<file path="src/rtl/chain_arb_pkg.sv">
package chain_arb_pkg;

   localparam int unsigned DEV_MIN = 2;
   localparam int unsigned DEV_MAX = 16;

   typedef enum logic [1:0] {
      ARB_IDLE  = 2'd0,
      ARB_OFFER = 2'd1,
      ARB_HELD  = 2'd2
   } arb_state_e;

   function automatic bit dev_count_ok(input int unsigned n);
      return (n >= DEV_MIN) && (n <= DEV_MAX);
   endfunction

endpackage

</file>
<file path="src/rtl/chain_arb_or.sv">
module chain_arb_or #(
   parameter int unsigned WIDTH = 4,
   parameter bit          FLAT  = 1'b1
) (
   input  logic [WIDTH-1:0] bits_i,
   output logic             any_o
);

   if (WIDTH < 1) begin : g_bad_width
      $error("chain_arb_or: WIDTH must be at least 1");
   end

   if (FLAT) begin : g_flat
      assign any_o = |bits_i;
   end else begin : g_ripple
      logic [WIDTH:0] acc;
      assign acc[0] = 1'b0;
      for (genvar i = 0; i < WIDTH; i++) begin : g_stage
         assign acc[i+1] = acc[i] | bits_i[i];
      end
      assign any_o = acc[WIDTH];
   end

endmodule

</file>
<file path="src/rtl/chain_arb_cell.sv">
module chain_arb_cell (
   input  logic clk,
   input  logic rst_n,
   input  logic grant_in_i,
   input  logic req_i,
   input  logic rel_i,
   output logic grant_out_o,
   output logic take_o,
   output logic owned_o,
   output logic rel_o
);

   logic owned_q;
   logic owned_d;

   // A cell that wants the bus stops the grant here.
   assign take_o      = grant_in_i & req_i;
   assign grant_out_o = grant_in_i & ~req_i;
   // Only the owner may drive the shared release line.
   assign rel_o       = owned_q & rel_i;
   assign owned_o     = owned_q;

   always_comb begin
      owned_d = owned_q;
      if (owned_q) begin
         if (rel_i) owned_d = 1'b0;
      end else if (take_o) begin
         owned_d = 1'b1;
      end
   end

   always_ff @(posedge clk or negedge rst_n) begin
      if (!rst_n) owned_q <= 1'b0;
      else        owned_q <= owned_d;
   end


   owned_kept_chk: assert property (@(posedge clk) disable iff (!rst_n)
      (owned_q && !rel_i) |=> owned_q);


   owned_source_chk: assert property (@(posedge clk) disable iff (!rst_n)
      $rose(owned_q) |-> $past(grant_in_i && req_i));

endmodule

</file>
<file path="src/rtl/chain_arb_ctrl.sv">
module chain_arb_ctrl
   import chain_arb_pkg::*;
(
   input  logic clk,
   input  logic rst_n,
   input  logic bus_req_i,
   input  logic bus_take_i,
   input  logic bus_rel_i,
   input  logic grant_tail_i,
   output logic grant_o
);

   arb_state_e state_q;
   arb_state_e state_d;

   always_comb begin
      state_d = state_q;
      unique case (state_q)
         ARB_IDLE:  if (bus_req_i) state_d = ARB_OFFER;
         // The offer lasts one cycle: either a cell took it, or it ran off the tail.
         ARB_OFFER: state_d = bus_take_i ? ARB_HELD : ARB_IDLE;
         ARB_HELD:  if (bus_rel_i) state_d = ARB_IDLE;
         default:   state_d = ARB_IDLE;
      endcase
   end

   always_ff @(posedge clk or negedge rst_n) begin
      if (!rst_n) state_q <= ARB_IDLE;
      else        state_q <= state_d;
   end

   assign grant_o = (state_q == ARB_OFFER);


   grant_pulse_chk: assert property (@(posedge clk) disable iff (!rst_n)
      grant_o |=> !grant_o);


   grant_resolved_chk: assert property (@(posedge clk) disable iff (!rst_n)
      grant_o |-> (bus_take_i ^ grant_tail_i));


   gap_after_release_chk: assert property (@(posedge clk) disable iff (!rst_n)
      (bus_rel_i && !grant_o) |=> !grant_o);

endmodule

</file>
<file path="src/rtl/chain_arbiter.sv">
module chain_arbiter
   import chain_arb_pkg::*;
#(
   parameter int unsigned N_DEV    = 8,
   parameter bit          FLAT_OR  = 1'b1
) (
   input  logic             clk,
   input  logic             rst_n,
   input  logic [N_DEV-1:0] dev_req_i,
   input  logic [N_DEV-1:0] dev_rel_i,
   output logic [N_DEV-1:0] dev_own_o,
   output logic             grant_o
);

   localparam int unsigned LINK_W = N_DEV + 1;

   if (!dev_count_ok(N_DEV)) begin : g_bad_count
      $error("chain_arbiter: N_DEV must lie between 2 and 16");
   end

   logic [LINK_W-1:0] grant_link;
   logic [N_DEV-1:0]  take_vec;
   logic [N_DEV-1:0]  rel_vec;
   logic              bus_req;
   logic              bus_take;
   logic              bus_rel;
   logic              grant_w;

   chain_arb_or #(.WIDTH(N_DEV), .FLAT(FLAT_OR)) u_req_or (
      .bits_i (dev_req_i),
      .any_o  (bus_req)
   );

   chain_arb_or #(.WIDTH(N_DEV), .FLAT(FLAT_OR)) u_take_or (
      .bits_i (take_vec),
      .any_o  (bus_take)
   );

   chain_arb_or #(.WIDTH(N_DEV), .FLAT(FLAT_OR)) u_rel_or (
      .bits_i (rel_vec),
      .any_o  (bus_rel)
   );

   chain_arb_ctrl u_ctrl (
      .clk          (clk),
      .rst_n        (rst_n),
      .bus_req_i    (bus_req),
      .bus_take_i   (bus_take),
      .bus_rel_i    (bus_rel),
      .grant_tail_i (grant_link[N_DEV]),
      .grant_o      (grant_w)
   );

   assign grant_link[0] = grant_w;
   assign grant_o       = grant_w;

   for (genvar i = 0; i < N_DEV; i++) begin : g_cell
      chain_arb_cell u_cell (
         .clk         (clk),
         .rst_n       (rst_n),
         .grant_in_i  (grant_link[i]),
         .req_i       (dev_req_i[i]),
         .rel_i       (dev_rel_i[i]),
         .grant_out_o (grant_link[i+1]),
         .take_o      (take_vec[i]),
         .owned_o     (dev_own_o[i]),
         .rel_o       (rel_vec[i])
      );
   end


   single_owner_chk: assert property (@(posedge clk) disable iff (!rst_n)
      $onehot0(dev_own_o));


   no_grant_when_held_chk: assert property (@(posedge clk) disable iff (!rst_n)
      grant_w |-> (dev_own_o == '0));


   owner_leaves_on_release_chk: assert property (@(posedge clk) disable iff (!rst_n)
      (|(dev_own_o & dev_rel_i)) |=> (dev_own_o == '0));


   foreign_release_chk: assert property (@(posedge clk) disable iff (!rst_n)
      ((dev_own_o != '0) && !(|(dev_own_o & dev_rel_i))) |=> $stable(dev_own_o));

endmodule

</file>
<file path="config.mk">
export PLATFORM = sky130hd
export DESIGN_NAME = chain_arbiter
export DESIGN_NICKNAME = d
export VERILOG_FILES = /design/src/rtl/chain_arb_pkg.sv /design/src/rtl/chain_arb_or.sv /design/src/rtl/chain_arb_cell.sv /design/src/rtl/chain_arb_ctrl.sv /design/src/rtl/chain_arbiter.sv
export SDC_FILE = /design/constraint.sdc
export NUM_CORES = 1
export LEC_CHECK = 0
export BUFFER_PORTS_ARGS = -buffer_cell sky130_fd_sc_hd__buf_2
export CAP_MARGIN = 5
export CORE_MARGIN = 2
export CORE_UTILIZATION = 41
export CTS_BUF_LIST = sky130_fd_sc_hd__clkbuf_2 sky130_fd_sc_hd__clkbuf_4 sky130_fd_sc_hd__clkbuf_8
export CTS_CLUSTER_DIAMETER = 200
export DETAILED_ROUTE_END_ITERATION = 6
export PLACE_DENSITY = 0.77
export SYNTH_ARGS = -nofsm -noshare
export SYNTH_HDL_FRONTEND = slang
export SYNTH_SLANG_ARGS = --single-unit
</file>
<file path="constraint.sdc">
create_clock -name clk -period 1.4 [get_ports clk]
set_clock_uncertainty 0.2 [all_clocks]
set_input_delay 0.14 -clock clk [delete_from_list [all_inputs] [get_ports clk]]
set_output_delay 0.14 -clock clk [all_outputs]
set_load 0.05 [all_outputs]
</file>
Yosys cells after proc, flatten, opt, wreduce, memory -nomap -nowiden
Index checks and enable logic that the tools add are counted.
{"block": "totals", "in_bits": 18, "regBits": 10, "wordCells": 76, "romBits": 0, "latch_bits": 0, "ram_bits": 0, "n_memories": 0, "out_inout_bits": 9}
{"block": "op_classes", "div_mod_pow": 0, "mux": 28, "add_sub_neg": 0, "reduce_logical": 5, "bitwise": 30, "eq_ne": 4, "mul": 0, "order_cmp": 0, "shifts": 0}
{"operator": "$mux W1", "count": 24}
{"operator": "$reduce_or A8 Y1", "count": 3}
{"operator": "$and A1 B1 Y1", "count": 23}
{"operator": "$not A1 Y1", "count": 7}
{"operator": "$mux W2", "count": 3}
{"operator": "$pmux W2 S3", "count": 1}
{"operator": "$ne A2 B2 Y1 const B", "count": 2}
{"operator": "$eq A2 B1 Y1 const B", "count": 1}
{"operator": "$eq A2 B2 Y1 const B", "count": 1}
{"operator": "$logic_not A2 Y1", "count": 1}
{"operator": "$reduce_and A2 Y1", "count": 1}

Longest topological paths before layout
Gate-level depths: netlist of run 1.
{"block": "logic_depth", "word_depth": 12, "ltp_mapped": 3, "ltp_nobuf": 3}

By module
A second synthesis of run 1 with hierarchy kept.
{"block": "unflattened", "hier_cells": 63, "hier_area_um2": 593.1}
{"module": "chain_arb_cell", "instances": 8, "area_per_inst_um2": 57.6, "cells_each": 6, "seq_area_each_um2": 25.0}
{"module": "chain_arb_ctrl", "instances": 1, "area_per_inst_um2": 83.8, "cells_each": 6, "seq_area_each_um2": 50.0}
{"module": "chain_arb_or", "instances": 3, "area_per_inst_um2": 16.3, "cells_each": 3, "seq_area_each_um2": 0.0}

Least setup slack after synthesis of run 1
Ideal clock, no wire load.
{"block": "synth_timing", "path_type": "register to register", "from": "reg u_ctrl.state_q[1]", "to": "reg g_cell[1].u_cell.owned_q", "arrival_ns": 1.496, "path_slack_ns": -0.376, "path_stages_with_launch": 4, "required_ns": 1.120, "setup_time_ns": 0.080, "n_path_buf": 0, "period_less_slack_ns": 1.776, "cell_sequence": "dfrtp_1 -> nor2b_1 -> nand3b_1 -> mux2i_1"}
{"block": "synth_between", "elab_chain_len": 5}
{"element": "from (decl)", "line_no": "chain_arb_ctrl.sv:13", "rtl": "arb_state_e state_q;"}
{"element": "from (signal assigned)", "line_no": "chain_arb_ctrl.sv:29", "rtl": "else state_q <= state_d;"}
{"element": "$eq A2 B1 Y1", "line_no": "chain_arb_ctrl.sv:32", "rtl": "assign grant_o = (state_q == ARB_OFFER);"}
{"element": "via grant_o", "line_no": "chain_arbiter.sv:12", "rtl": "output logic grant_o"}
{"element": "$and A1 B1 Y1", "line_no": "chain_arb_cell.sv:18", "rtl": "assign grant_out_o = grant_in_i & ~req_i;"}
{"element": "$and A1 B1 Y1", "line_no": "chain_arb_cell.sv:17", "rtl": "assign take_o = grant_in_i & req_i;"}
{"element": "$mux W1", "line_no": "chain_arb_cell.sv:27", "rtl": "end else if (take_o) begin"}
{"element": "$mux W1", "line_no": "chain_arb_cell.sv:25", "rtl": "if (owned_q) begin"}
{"element": "via g_cell[1].u_cell.owned_d", "line_no": "chain_arb_cell.sv:14", "rtl": "logic owned_d;"}
{"element": "to (signal assigned)", "line_no": "chain_arb_cell.sv:34", "rtl": "else owned_q <= owned_d;"}
{"element": "to (decl)", "line_no": "chain_arb_cell.sv:13", "rtl": "logic owned_q;"}
The timed path passes the listed nets, and every way through them passes these cells.
A chain may end at the register's enable or synchronous reset.

Final worst setup path of run 1
{"block": "layout_timing", "from": "reg u_ctrl.state_q[1]", "to": "reg g_cell[5].u_cell.owned_q"}
{"block": "layout_between", "elab_chain_len": 9}
{"element": "$eq A2 B1 Y1", "line_no": "chain_arb_ctrl.sv:32"}
{"element": "$and A1 B1 Y1 (5 in a row)", "line_no": "chain_arb_cell.sv:18"}
{"element": "$and A1 B1 Y1", "line_no": "chain_arb_cell.sv:17"}
{"element": "$mux W1", "line_no": "chain_arb_cell.sv:27"}
{"element": "$mux W1", "line_no": "chain_arb_cell.sv:25"}
{"element": "via g_cell[5].u_cell.owned_d", "line_no": "chain_arb_cell.sv:14"}
{"element": "to (signal assigned)", "line_no": "chain_arb_cell.sv:34"}
{"element": "to (decl)", "line_no": "chain_arb_cell.sv:13"}
The timed path passes the listed nets, and every way through them passes these cells.

==> results.py, run 1 <==
metrics = {
    "clock_tree": {
        "clock_latency_ns": 0.26,
        "cts_buffer_depth": 2,
        "cts_tree": "yes",
        "clock-sinks": 10,
        "h-tree-depth": 1,
        "clk_pin_slew_ns": 0.06,
        "cts_root_buf": "clkbuf_4",
        "cts_buffers": 3,
    },
    "synthesis": {
        "syn_nets": 73,
        "yosysTopAreaCell": "dfrtp_1",
        "yosys_warnings": 0,
        "synth_most_common_cell": "dfrtp_1",
        "synth_common_cells": "dfrtp_1, buf_4, mux2i_1, nand3_1, nand3b_1",
        "synthCells": 55,
        "yosysUniqueCellTypes": 19,
        "seq_area_frac_synth_pct": 44.74,
        "ys.flop_type": "dfrtp_1",
        "ys_async_sr_fraction_pct": 100.0,
        "avgSynthCellArea_um2": 10.17,
        "synth_top_area_share_pct": 44.74,
        "synthTopCellsByArea": "dfrtp_1, buf_4, mux2i_1",
        "synth-seq-cells": 10,
        "syn_area_um2": 559.3,
        "synth_edf_count": 0,
    },
    "sta": {
        "min_period_ns": 1.382,
        "slew-limit-headroom_pct": 80.28,
        "finalSetupViolCount": 0,
        "maxSlewViolCount": 0,
        "period_share_pct": 98.71,
        "finalSetupTns_ns": 0,
        "worst_slew_pin_slew_ns": 0.2936,
        "rsz0062_at_grt": "true",
        "max_clock_freq_mhz": 723.6,
        "fin_ws_ns": 0.01806,
        "finalHoldViolCount": 0,
    },
    "die": {
        "io_pins": 27,
        "die_w_um": 40.94,
        "core_region_area_um2": 1285,
        "initial_core_util_pct": 43.52,
        "dieArea_um2": 1676,
        "row_count": 13,
        "die_h_um": 40.94,
    },
    "power_and_ir_drop": {
        "ir_drop_mv": 0.6922,
        "powerDensity_nw_per_um2": 1239,
        "finalPower_w": 0.001098,
        "p_leak_nw": 0.4194,
    },
    "setup_path": {
        "critPathMaxFanout": 5,
        "cp.required_ns": 1.39,
        "arrival_ns": 1.37,
        "cp-end-kind": "flop",
        "criticalPathCategory": "flop to flop",
        "start_kind": "flop",
    },
    "final_layout": {
        "diodes": 0,
        "utilization_pct": 68.94,
        "layout-drive-gt1-share_pct": 37.50,
        "stdcell_area_um2": 885.9,
        "syn2layout_area_growth_pct": 58.39,
        "fin_nets": 116,
    },
    "place": {
        "place_congestion": 0.7193,
        "portBuffers": 26,
        "pre_cts_ws_ns": -0.004743,
        "hpwl_um": 985.2,
        "placedInstanceArea_um2": 670.6,
    },
    "global_routing": {
        "grt_pass1_wl_um": 2352,
        "grt.overflow.total": 0,
        "top_usage_layer": "met2",
        "antenna_found_initial": 0,
        "grt_max_degree": 11,
        "gr-usage-met3_pct": 5.435,
        "grt_util_met1_pct": 24.67,
        "grt.total_usage_pct": 23.08,
        "gr-usage-met2_pct": 36.72,
        "grt_pass1_vias": 534,
    },
    "routing": {
        "drtIter0Drc": 17,
        "first_pass_iters": 4,
        "drc_errors": 0,
        "vias_per_cell": 5.378,
        "wire_per_inst_um": 14.84,
        "ant_nets": 0,
        "drt-total-wl_um": 1647,
        "via_count": 597,
    },
    "min_path": {
        "hold_path_class": "input port to flop",
    },
    "flow_run": {
        "max_cap_violations": 0,
    },
    "status": {
        "status": "finished clean",
    },
}
## power by group
group          switching, W  internal [W]  total (W)  leakage, nW
sequential        0.0000651      0.000349   0.000414        0.133
clock             0.0000987     0.0000994   0.000198       0.0138
combinational      0.000275      0.000211   0.000486        0.272
total              0.000439      0.000659    0.00110        0.419
## worst paths after layout
path	startpoint	endpoint	slack (ns)	cells after the start
worst max-delay path	u_ctrl.state_q[1]$_DFFE_PN0P_	g_cell[5].u_cell.owned_o$_DFF_PN0_	0.02	4
worst min-delay path	dev_rel_i[3]	g_cell[3].u_cell.owned_o$_DFF_PN0_	0.02	2
worst max register to register	u_ctrl.state_q[1]$_DFFE_PN0P_	g_cell[5].u_cell.owned_o$_DFF_PN0_	0.02	4
worst min register to register	u_ctrl.state_q[0]$_DFFE_PN0P_	u_ctrl.state_q[0]$_DFFE_PN0P_	0.29	1
max in group asynchronous	rst_n	u_ctrl.state_q[1]$_DFFE_PN0P_	0.73	2
min in group asynchronous	rst_n	g_cell[7].u_cell.owned_o$_DFF_PN0_	0.06	2
## cell type report
| type | count | area [um^2] |
|---|---|---|
| tap | 15 | 18.77 |
| clock buffer | 3 | 22.52 |
| multi-input combinational | 34 | 245.2 |
| fill | 95 | 399.1 |
| timing repair buffer | 46 | 336.6 |
| inverter | 3 | 11.26 |
| sequential | 10 | 251.5 |
## per-layer routing
| metal | wire length [um] | vias to the layer above |
|---|---|---|
| met5 | 0 | - |
| met4 | 97 | 0 |
| met3 | 124 | 10 |
| met2 | 781 | 30 |
| met1 | 643 | 277 |
| li1 | - | 280 |
## layout by cell type (no fill, tap or decap), drive strengths merged, types with 2 or more instances in the layout
| cell type | synthesis | routed |
|---|---|---|
| clkbuf | 0 | 3 |
| nor2 | 2 | 2 |
| dlygate4sd3 | 0 | 17 |
| inv | 3 | 3 |
| o21ai | 2 | 2 |
| a22oi | 2 | 2 |
| dfrtp | 10 | 10 |
| nand3 | 5 | 5 |
| nand2 | 3 | 3 |
| o22ai | 2 | 2 |
| mux2i | 5 | 5 |
| buf | 8 | 28 |
| nor3 | 3 | 3 |
| nand3b | 4 | 4 |
## registers in the layout, summed over array words and instances (netlist names)
name	flops
u_ctrl.state_q	2
g_cell.u_cell.owned_o	8
## metrics by stage
stage | hold WS [ns] | std cells
2_1_floorplan | -0.3556 | 55
3_3_place_gp | -0.1891 | 90
3_5_place_dp | -0.1829 | 90
4_1_cts | 0.01131 | 112
5_1_grt | 0.05193 | 111
6_report | 0.01513 | 111
## cell families after synthesis
logic type | synth area share, %
AOI/OAI and AO/OA | 10.74
buffers and inverters | 12.75
DFF | 44.74
muxes | 8.949
and+or+nand+nor | 22.82
## worst max-delay path, stage by stage (launching register included)
cell     delay (ns)
dfrtp_2        0.44
nor4b_2        0.25
buf_4          0.17
nand3_1        0.10
mux2i_1        0.14
## timing repair
action / in CTS / in global routing
gates resized for setup: 2 / 2
pin swaps: 0 / 6
setup buffers: 1 / 0
hold buffers: 18 / 0
endpoints found under the setup margin: 1 / 7
endpoints found under the hold margin: 19 / 0
Power figures use the tool's default switching activity.
==> run 2: changes to the inputs <==
--- a/config.mk
+++ b/config.mk
@@ -8,11 +8,12 @@
 export BUFFER_PORTS_ARGS = -buffer_cell sky130_fd_sc_hd__buf_2
 export CAP_MARGIN = 5
 export CORE_MARGIN = 2
-export CORE_UTILIZATION = 41
+export CORE_UTILIZATION = 42
 export CTS_BUF_LIST = sky130_fd_sc_hd__clkbuf_2 sky130_fd_sc_hd__clkbuf_4 sky130_fd_sc_hd__clkbuf_8
 export CTS_CLUSTER_DIAMETER = 200
 export DETAILED_ROUTE_END_ITERATION = 6
-export PLACE_DENSITY = 0.77
+export PLACE_DENSITY = 0.78
 export SYNTH_ARGS = -nofsm -noshare
 export SYNTH_HDL_FRONTEND = slang
+export SYNTH_HIERARCHICAL = 1
 export SYNTH_SLANG_ARGS = --single-unit
==> results.py, run 2 <==
metrics = {
    "status": {
        "status": "finished, violations left",
        "violations": "negative setup slack",
    },
    "global_routing": {
        "gr-usage-met2_pct": 49.61,
        "grt.total_usage_pct": 31.37,
        "grt_max_degree": 11,
        "grt_pass1_wl_um": 3243,
        "gr-usage-met3_pct": 6.915,
        "grt_pass1_vias": 678,
        "antenna_found_initial": 0,
        "top_usage_layer": "met2",
        "grt.overflow.total": 0,
        "grt_util_met1_pct": 39.41,
    },
    "die": {
        "core_region_area_um2": 1301,
        "io_pins": 27,
        "dieArea_um2": 1706,
        "initial_core_util_pct": 44.90,
        "die_w_um": 41.30,
        "row_count": 13,
        "die_h_um": 41.30,
    },
    "clock_tree": {
        "cts_tree": "yes",
        "cts_buffer_depth": 2,
        "cts_root_buf": "clkbuf_4",
        "cts_buffers": 3,
        "clock-sinks": 10,
        "h-tree-depth": 1,
        "clock_latency_ns": 0.27,
        "clk_pin_slew_ns": 0.08,
    },
    "synthesis": {
        "syn_area_um2": 584.3,
        "syn_nets": 80,
        "yosys_warnings": 6,
        "synthCells": 62,
        "avgSynthCellArea_um2": 9.424,
    },
    "power_and_ir_drop": {
        "ir_drop_mv": 0.8705,
        "powerDensity_nw_per_um2": 1215,
        "p_leak_nw": 0.6888,
    },
    "setup_path": {
        "rr_worst_depth": 13,
        "criticalPathCategory": "flop to flop",
        "arrival_ns": 2.82,
        "slowest_stage": "dfrtp_1",
        "slowest_delay_ns": 0.39,
        "reg2reg_from": "u_ctrl/state_q[0]$_DFFE_PN0P_",
        "start_kind": "flop",
        "cp-end-kind": "flop",
        "cp.required_ns": 1.36,
        "critPathMaxFanout": 2,
        "path_cells": "nor2b_4 -> and2b_2 -> and2b_2 -> and2b_2 -> and2b_2 -> and2b_2 -> and2b_2 -> and2b_2 -> nand2_2 -> inv_1 -> nor4_2 -> nand2_1 -> a22o_1",
        "r2r_end": "u_ctrl/state_q[1]$_DFFE_PN0P_",
        "r2r_slack_ns": -1.46,
        "cp_common_cell": "and2b_2",
    },
    "routing": {
        "drtIter0Drc": 56,
        "via_count": 798,
        "ant_nets": 0,
        "vias_per_cell": 5.580,
        "drc_errors": 0,
        "wire_per_inst_um": 19.34,
        "first_pass_iters": 4,
        "drt-total-wl_um": 2765,
    },
    "final_layout": {
        "final_cell_mix": "buf_2, buf_4, dfrtp_1",
        "syn2layout_area_growth_pct": 92.72,
        "diodes": 0,
        "layout-drive-gt1-share_pct": 55.47,
        "fin_nets": 147,
        "largest_reg_flops": 8,
        "utilization_pct": 86.54,
        "stdcell_area_um2": 1126,
        "multi_input_area_um2": 342.8,
        "fillers": 62,
        "layout_commonest_cell": "buf_2",
        "seqCellArea_um2": 250.2,
    },
    "sta": {
        "worst_slew_pin_slew_ns": 0.4825,
        "fin_ws_ns": -1.459,
        "finalSetupViolCount": 8,
        "finalHoldViolCount": 0,
        "max_clock_freq_mhz": 349.8,
        "period_share_pct": 204.2,
        "min_period_ns": 2.859,
        "rsz0062_at_grt": "true",
        "slew-limit-headroom_pct": 67.54,
        "maxSlewViolCount": 0,
    },
    "place": {
        "portBuffers": 26,
        "placedInstanceArea_um2": 875.8,
        "place_congestion": 0.7992,
        "pre_cts_ws_ns": -1.328,
        "hpwl_um": 1126,
    },
    "flow_run": {
        "max_cap_violations": 0,
    },
    "min_path": {
        "hold_path_class": "input port to async pin",
    },
}
==> run 2: changes by cell type in the layout (fill, tap and decap cells not counted), sizes merged, moves of 6 or more <==
cell / change
buf: +25
and2: +8
dlygate4sd3: -8
nand2: +8
and2b: +7
nor4: +6
==> run 2: worst max-delay path, delay by kind of cell (launching register included) <==
family | cells | cell delay, ns
simple gates | 11 | 1.88
buf+inv | 1 | 0.07
flops | 1 | 0.39
compound gates | 1 | 0.21
==> run 2: area by class of cell <==
type,instances,share of cell area (%)
sequential,10,22.22
multi-input combinational,44,30.44
clock buffer,4,3.222
timing repair buffer,62,39.78
inverter,8,2.667
tap,15,1.667
==> run 2: where the power goes <==
part	internal (W)	leakage (nW)	switching [W]	total, W
Sequential	0.000344	0.134	0.0000504	0.000394
Clock	0.000158	0.0210	0.000114	0.000271
Combinational	0.000320	0.533	0.000382	0.000702
Total	0.000822	0.689	0.000546	0.00137
==> run 2: worst max-delay path by stage <==
stage                                        from                             to  slack, ns  cells after the start
floorplan           u_ctrl/state_q[0]$_DFFE_PN0P_  u_ctrl/state_q[1]$_DFFE_PN0P_      -1.30                     13
global placement    u_ctrl/state_q[0]$_DFFE_PN0P_  u_ctrl/state_q[1]$_DFFE_PN0P_      -1.27                     13
detailed placement  u_ctrl/state_q[0]$_DFFE_PN0P_  u_ctrl/state_q[1]$_DFFE_PN0P_      -1.33                     13
CTS                 u_ctrl/state_q[0]$_DFFE_PN0P_  u_ctrl/state_q[1]$_DFFE_PN0P_      -1.33                     13
global route        u_ctrl/state_q[0]$_DFFE_PN0P_  u_ctrl/state_q[1]$_DFFE_PN0P_      -1.53                     13
finish              u_ctrl/state_q[0]$_DFFE_PN0P_  u_ctrl/state_q[1]$_DFFE_PN0P_      -1.46                     13
==> run 2: per-layer routing <==
metal / routed length [um] / part of all wire [%]
met5: 0 / 0
met4: 120 / 4.3
met3: 249 / 9.0
met2: 1315 / 48
met1: 1079 / 39
==> run 2: repair_timing <==
item	CTS	global route
hold buffers	9	0
hold endpoints to repair	18	0
pin swaps	2	1
buffers inserted	5	5
setup endpoints to repair	8	9
gates resized for setup	10	7
==> run 2: stage by stage <==
| stage | instances | hold slack (ns) | total power [W] | setup TNS (ns) |
|---|---|---|---|---|
| after floorplan | 62 | -0.3556 | 0.0007300 | -4.276 |
| after global placement | 122 | -0.1794 | 0.0009298 | -4.181 |
| after detailed placement | 122 | -0.1778 | 0.0009451 | -4.520 |
| after CTS | 139 | 0.06644 | 0.001287 | -5.031 |
| after global routing | 143 | 0.08786 | 0.001413 | -6.191 |
| final | 143 | 0.07901 | 0.001368 | -5.906 |
==> run 3: changes to the inputs <==
--- a/config.mk
+++ b/config.mk
@@ -5,14 +5,15 @@
 export SDC_FILE = /design/constraint.sdc
 export NUM_CORES = 1
 export LEC_CHECK = 0
+export ABC_AREA = 1
 export BUFFER_PORTS_ARGS = -buffer_cell sky130_fd_sc_hd__buf_2
 export CAP_MARGIN = 5
 export CORE_MARGIN = 2
-export CORE_UTILIZATION = 42
+export CORE_UTILIZATION = 46
 export CTS_BUF_LIST = sky130_fd_sc_hd__clkbuf_2 sky130_fd_sc_hd__clkbuf_4 sky130_fd_sc_hd__clkbuf_8
 export CTS_CLUSTER_DIAMETER = 200
 export DETAILED_ROUTE_END_ITERATION = 6
-export PLACE_DENSITY = 0.78
+export PLACE_DENSITY = 0.79
 export SYNTH_ARGS = -nofsm -noshare
 export SYNTH_HDL_FRONTEND = slang
 export SYNTH_HIERARCHICAL = 1
==> results.py, run 3 <==
metrics = {
    "power_and_ir_drop": {
        "powerDensity_nw_per_um2": 1102,
        "ir_drop_mv": 0.8556,
        "p_leak_nw": 0.8952,
    },
    "setup_path": {
        "path_cells": "nor2_4 -> inv_2 -> nor2_4 -> inv_2 -> nor2_4 -> inv_2 -> nor2_4 -> inv_2 -> nor2_2 -> inv_1 -> nor2_2 -> inv_1 -> nor2_2 -> inv_1 -> nor2_2 -> nand2_1 -> inv_1 -> inv_1 -> nand2_1 -> nor2_1 -> nand2_1 -> nand3_1 -> nand2_1",
        "cp_common_cell": "inv_1",
        "r2r_end": "u_ctrl/state_q[1]$_DFFE_PN0P_",
        "critPathTopFamily": "simple AND/OR/NAND/NOR gates",
        "critPathMaxFanout": 2,
        "cp.required_ns": 1.41,
        "r2r_slack_ns": -0.96,
        "slowest_delay_ns": 0.42,
        "criticalPathCategory": "flop to flop",
        "rr_worst_depth": 23,
        "start_kind": "flop",
        "slowest_stage": "dfrtp_1",
        "cp-end-kind": "flop",
        "arrival_ns": 2.37,
        "cp_num_buf_inv": 9,
        "reg2reg_from": "u_ctrl/state_q[1]$_DFFE_PN0P_",
    },
    "global_routing": {
        "antenna_found_initial": 0,
        "grt_max_degree": 11,
        "grt.total_usage_pct": 22.42,
        "grt_pass1_vias": 853,
        "grt_pass1_wl_um": 3360,
        "grt.overflow.total": 0,
    },
    "sta": {
        "min_period_ns": 2.358,
        "worst_slew_pin_slew_ns": 0.2519,
        "finalHoldViolCount": 0,
        "rsz0062_at_grt": "true",
        "maxSlewViolCount": 0,
        "finalSetupViolCount": 7,
        "fin_ws_ns": -0.9583,
        "period_share_pct": 168.5,
        "slew-limit-headroom_pct": 83.20,
        "max_clock_freq_mhz": 424.0,
    },
    "routing": {
        "drtIter0Drc": 20,
        "wire_per_inst_um": 9.860,
        "drt-total-wl_um": 2248,
        "ant_nets": 0,
        "drc_errors": 0,
        "first_pass_iters": 4,
        "via_count": 995,
        "vias_per_cell": 4.364,
    },
    "min_path": {
        "worstHoldStart": "dev_req_i[3]",
        "hold_path_class": "input port to flop",
        "whs_endpoint": "g_cell[3].u_cell/owned_o$_DFF_PN0_",
        "min_path_cells": 4,
    },
    "final_layout": {
        "layout-drive-gt1-share_pct": 32.70,
        "syn2layout_area_growth_pct": 69.24,
        "instances_no_fill": 228,
        "largest_reg_flops": 8,
        "diodes": 0,
        "fin_nets": 230,
        "layout_commonest_cell": "inv_1",
        "final_cell_mix": "inv_1, nand2_1, buf_2",
    },
    "die": {
        "row_count": 15,
        "io_pins": 27,
        "die_w_um": 45.53,
        "initial_core_util_pct": 47.49,
        "core_region_area_um2": 1670,
        "dieArea_um2": 2073,
        "die_h_um": 45.53,
    },
    "clock_tree": {
        "cts_root_buf": "clkbuf_4",
        "clk_pin_slew_ns": 0.08,
        "h-tree-depth": 1,
        "clock_latency_ns": 0.27,
        "clock-sinks": 10,
        "cts_buffers": 3,
        "cts_tree": "yes",
        "cts_buffer_depth": 2,
    },
    "place": {
        "place_congestion": 0.7647,
        "post-place-cells": 206,
        "hpwl_um": 1490,
        "portBuffers": 26,
        "pre_cts_ws_ns": -0.9256,
    },
    "flow_run": {
        "max_cap_violations": 0,
    },
    "synthesis": {
        "synthCells": 149,
        "syn_area_um2": 793.3,
        "avgSynthCellArea_um2": 5.324,
        "syn_nets": 167,
        "yosys_warnings": 6,
    },
    "status": {
        "status": "finished, violations left",
        "violations": "negative setup slack",
    },
}
run 3: worst max path at each step:
stage | slack, ns | endpoint | cells after the start | from
after global routing | -1.14 | u_ctrl/state_q[1]$_DFFE_PN0P_ | 23 | u_ctrl/state_q[1]$_DFFE_PN0P_
after detailed placement | -0.93 | u_ctrl/state_q[1]$_DFFE_PN0P_ | 24 | u_ctrl/state_q[0]$_DFFE_PN0P_
after global placement | -0.79 | u_ctrl/state_q[1]$_DFFE_PN0P_ | 24 | u_ctrl/state_q[0]$_DFFE_PN0P_
final | -0.96 | u_ctrl/state_q[1]$_DFFE_PN0P_ | 23 | u_ctrl/state_q[1]$_DFFE_PN0P_
after floorplan | -1.11 | u_ctrl/state_q[1]$_DFFE_PN0P_ | 24 | u_ctrl/state_q[0]$_DFFE_PN0P_
after CTS | -0.94 | u_ctrl/state_q[1]$_DFFE_PN0P_ | 24 | u_ctrl/state_q[0]$_DFFE_PN0P_
run 3: power breakdown:
group	total [W]	switching [W]	internal, W	leakage, nW
Sequential	0.000398	0.0000532	0.000345	0.135
Clock	0.000274	0.000116	0.000158	0.0210
Combinational	0.000807	0.000467	0.000341	0.740
Total	0.00148	0.000635	0.000844	0.895
run 3: per-layer routing:
| metal | global-route usage, % | vias up | wire length (um) |
|---|---|---|---|
| met4 | 7.059 | 0 | 12 |
| li1 | - | 519 | - |
| met2 | 39.72 | 23 | 1171 |
| met5 | 0 | - | 0 |
| met3 | 3.571 | 2 | 73 |
| met1 | 27.32 | 451 | 991 |
run 3: timing repair:
item | CTS | global route
setup endpoints to repair | 7 | 8
pin swaps | 5 | 15
hold buffers | 12 | 1
resized for setup | 10 | 10
buffers inserted | 4 | 4
endpoints found under the hold margin | 18 | 1
run 3: worst reg2reg max path: stages (launching register included):
cell and delay [ns]:
dfrtp_1 0.42, nor2_4 0.14, inv_2 0.05, nor2_4 0.09, inv_2 0.05, nor2_4 0.11
inv_2 0.05, nor2_4 0.11, inv_2 0.04, nor2_2 0.11, inv_1 0.05, nor2_2 0.11
inv_1 0.06, nor2_2 0.12, inv_1 0.07, nor2_2 0.11, nand2_1 0.06, inv_1 0.05
inv_1 0.03, nand2_1 0.05, nor2_1 0.04, nand2_1 0.05, nand3_1 0.07, nand2_1 0.06
run 3: area by class of cell:
class,instances,area [um^2]
inverters,66,247.7
multi-input cells,73,362.8
clock buffers,4,36.28
fillers,116,327.8
repair buffers,58,424.2
well taps,17,21.27
flip-flops and latches,10,250.2
run 3: stage by stage:
stage               power [W]  hold slack (ns)  TNS (ns)  utilization [%]  cell area (um^2)
floorplan           0.0008143          -0.3556    -4.017                -             815.8
global placement     0.001024          -0.1808    -2.500            64.19              1072
detailed placement   0.001048          -0.1797    -3.012            64.19              1072
finish               0.001479          0.03874    -3.525            80.37              1343
global route         0.001562          0.05571    -4.336            80.37              1343
CTS                  0.001397         -0.06229    -3.294            77.00              1286
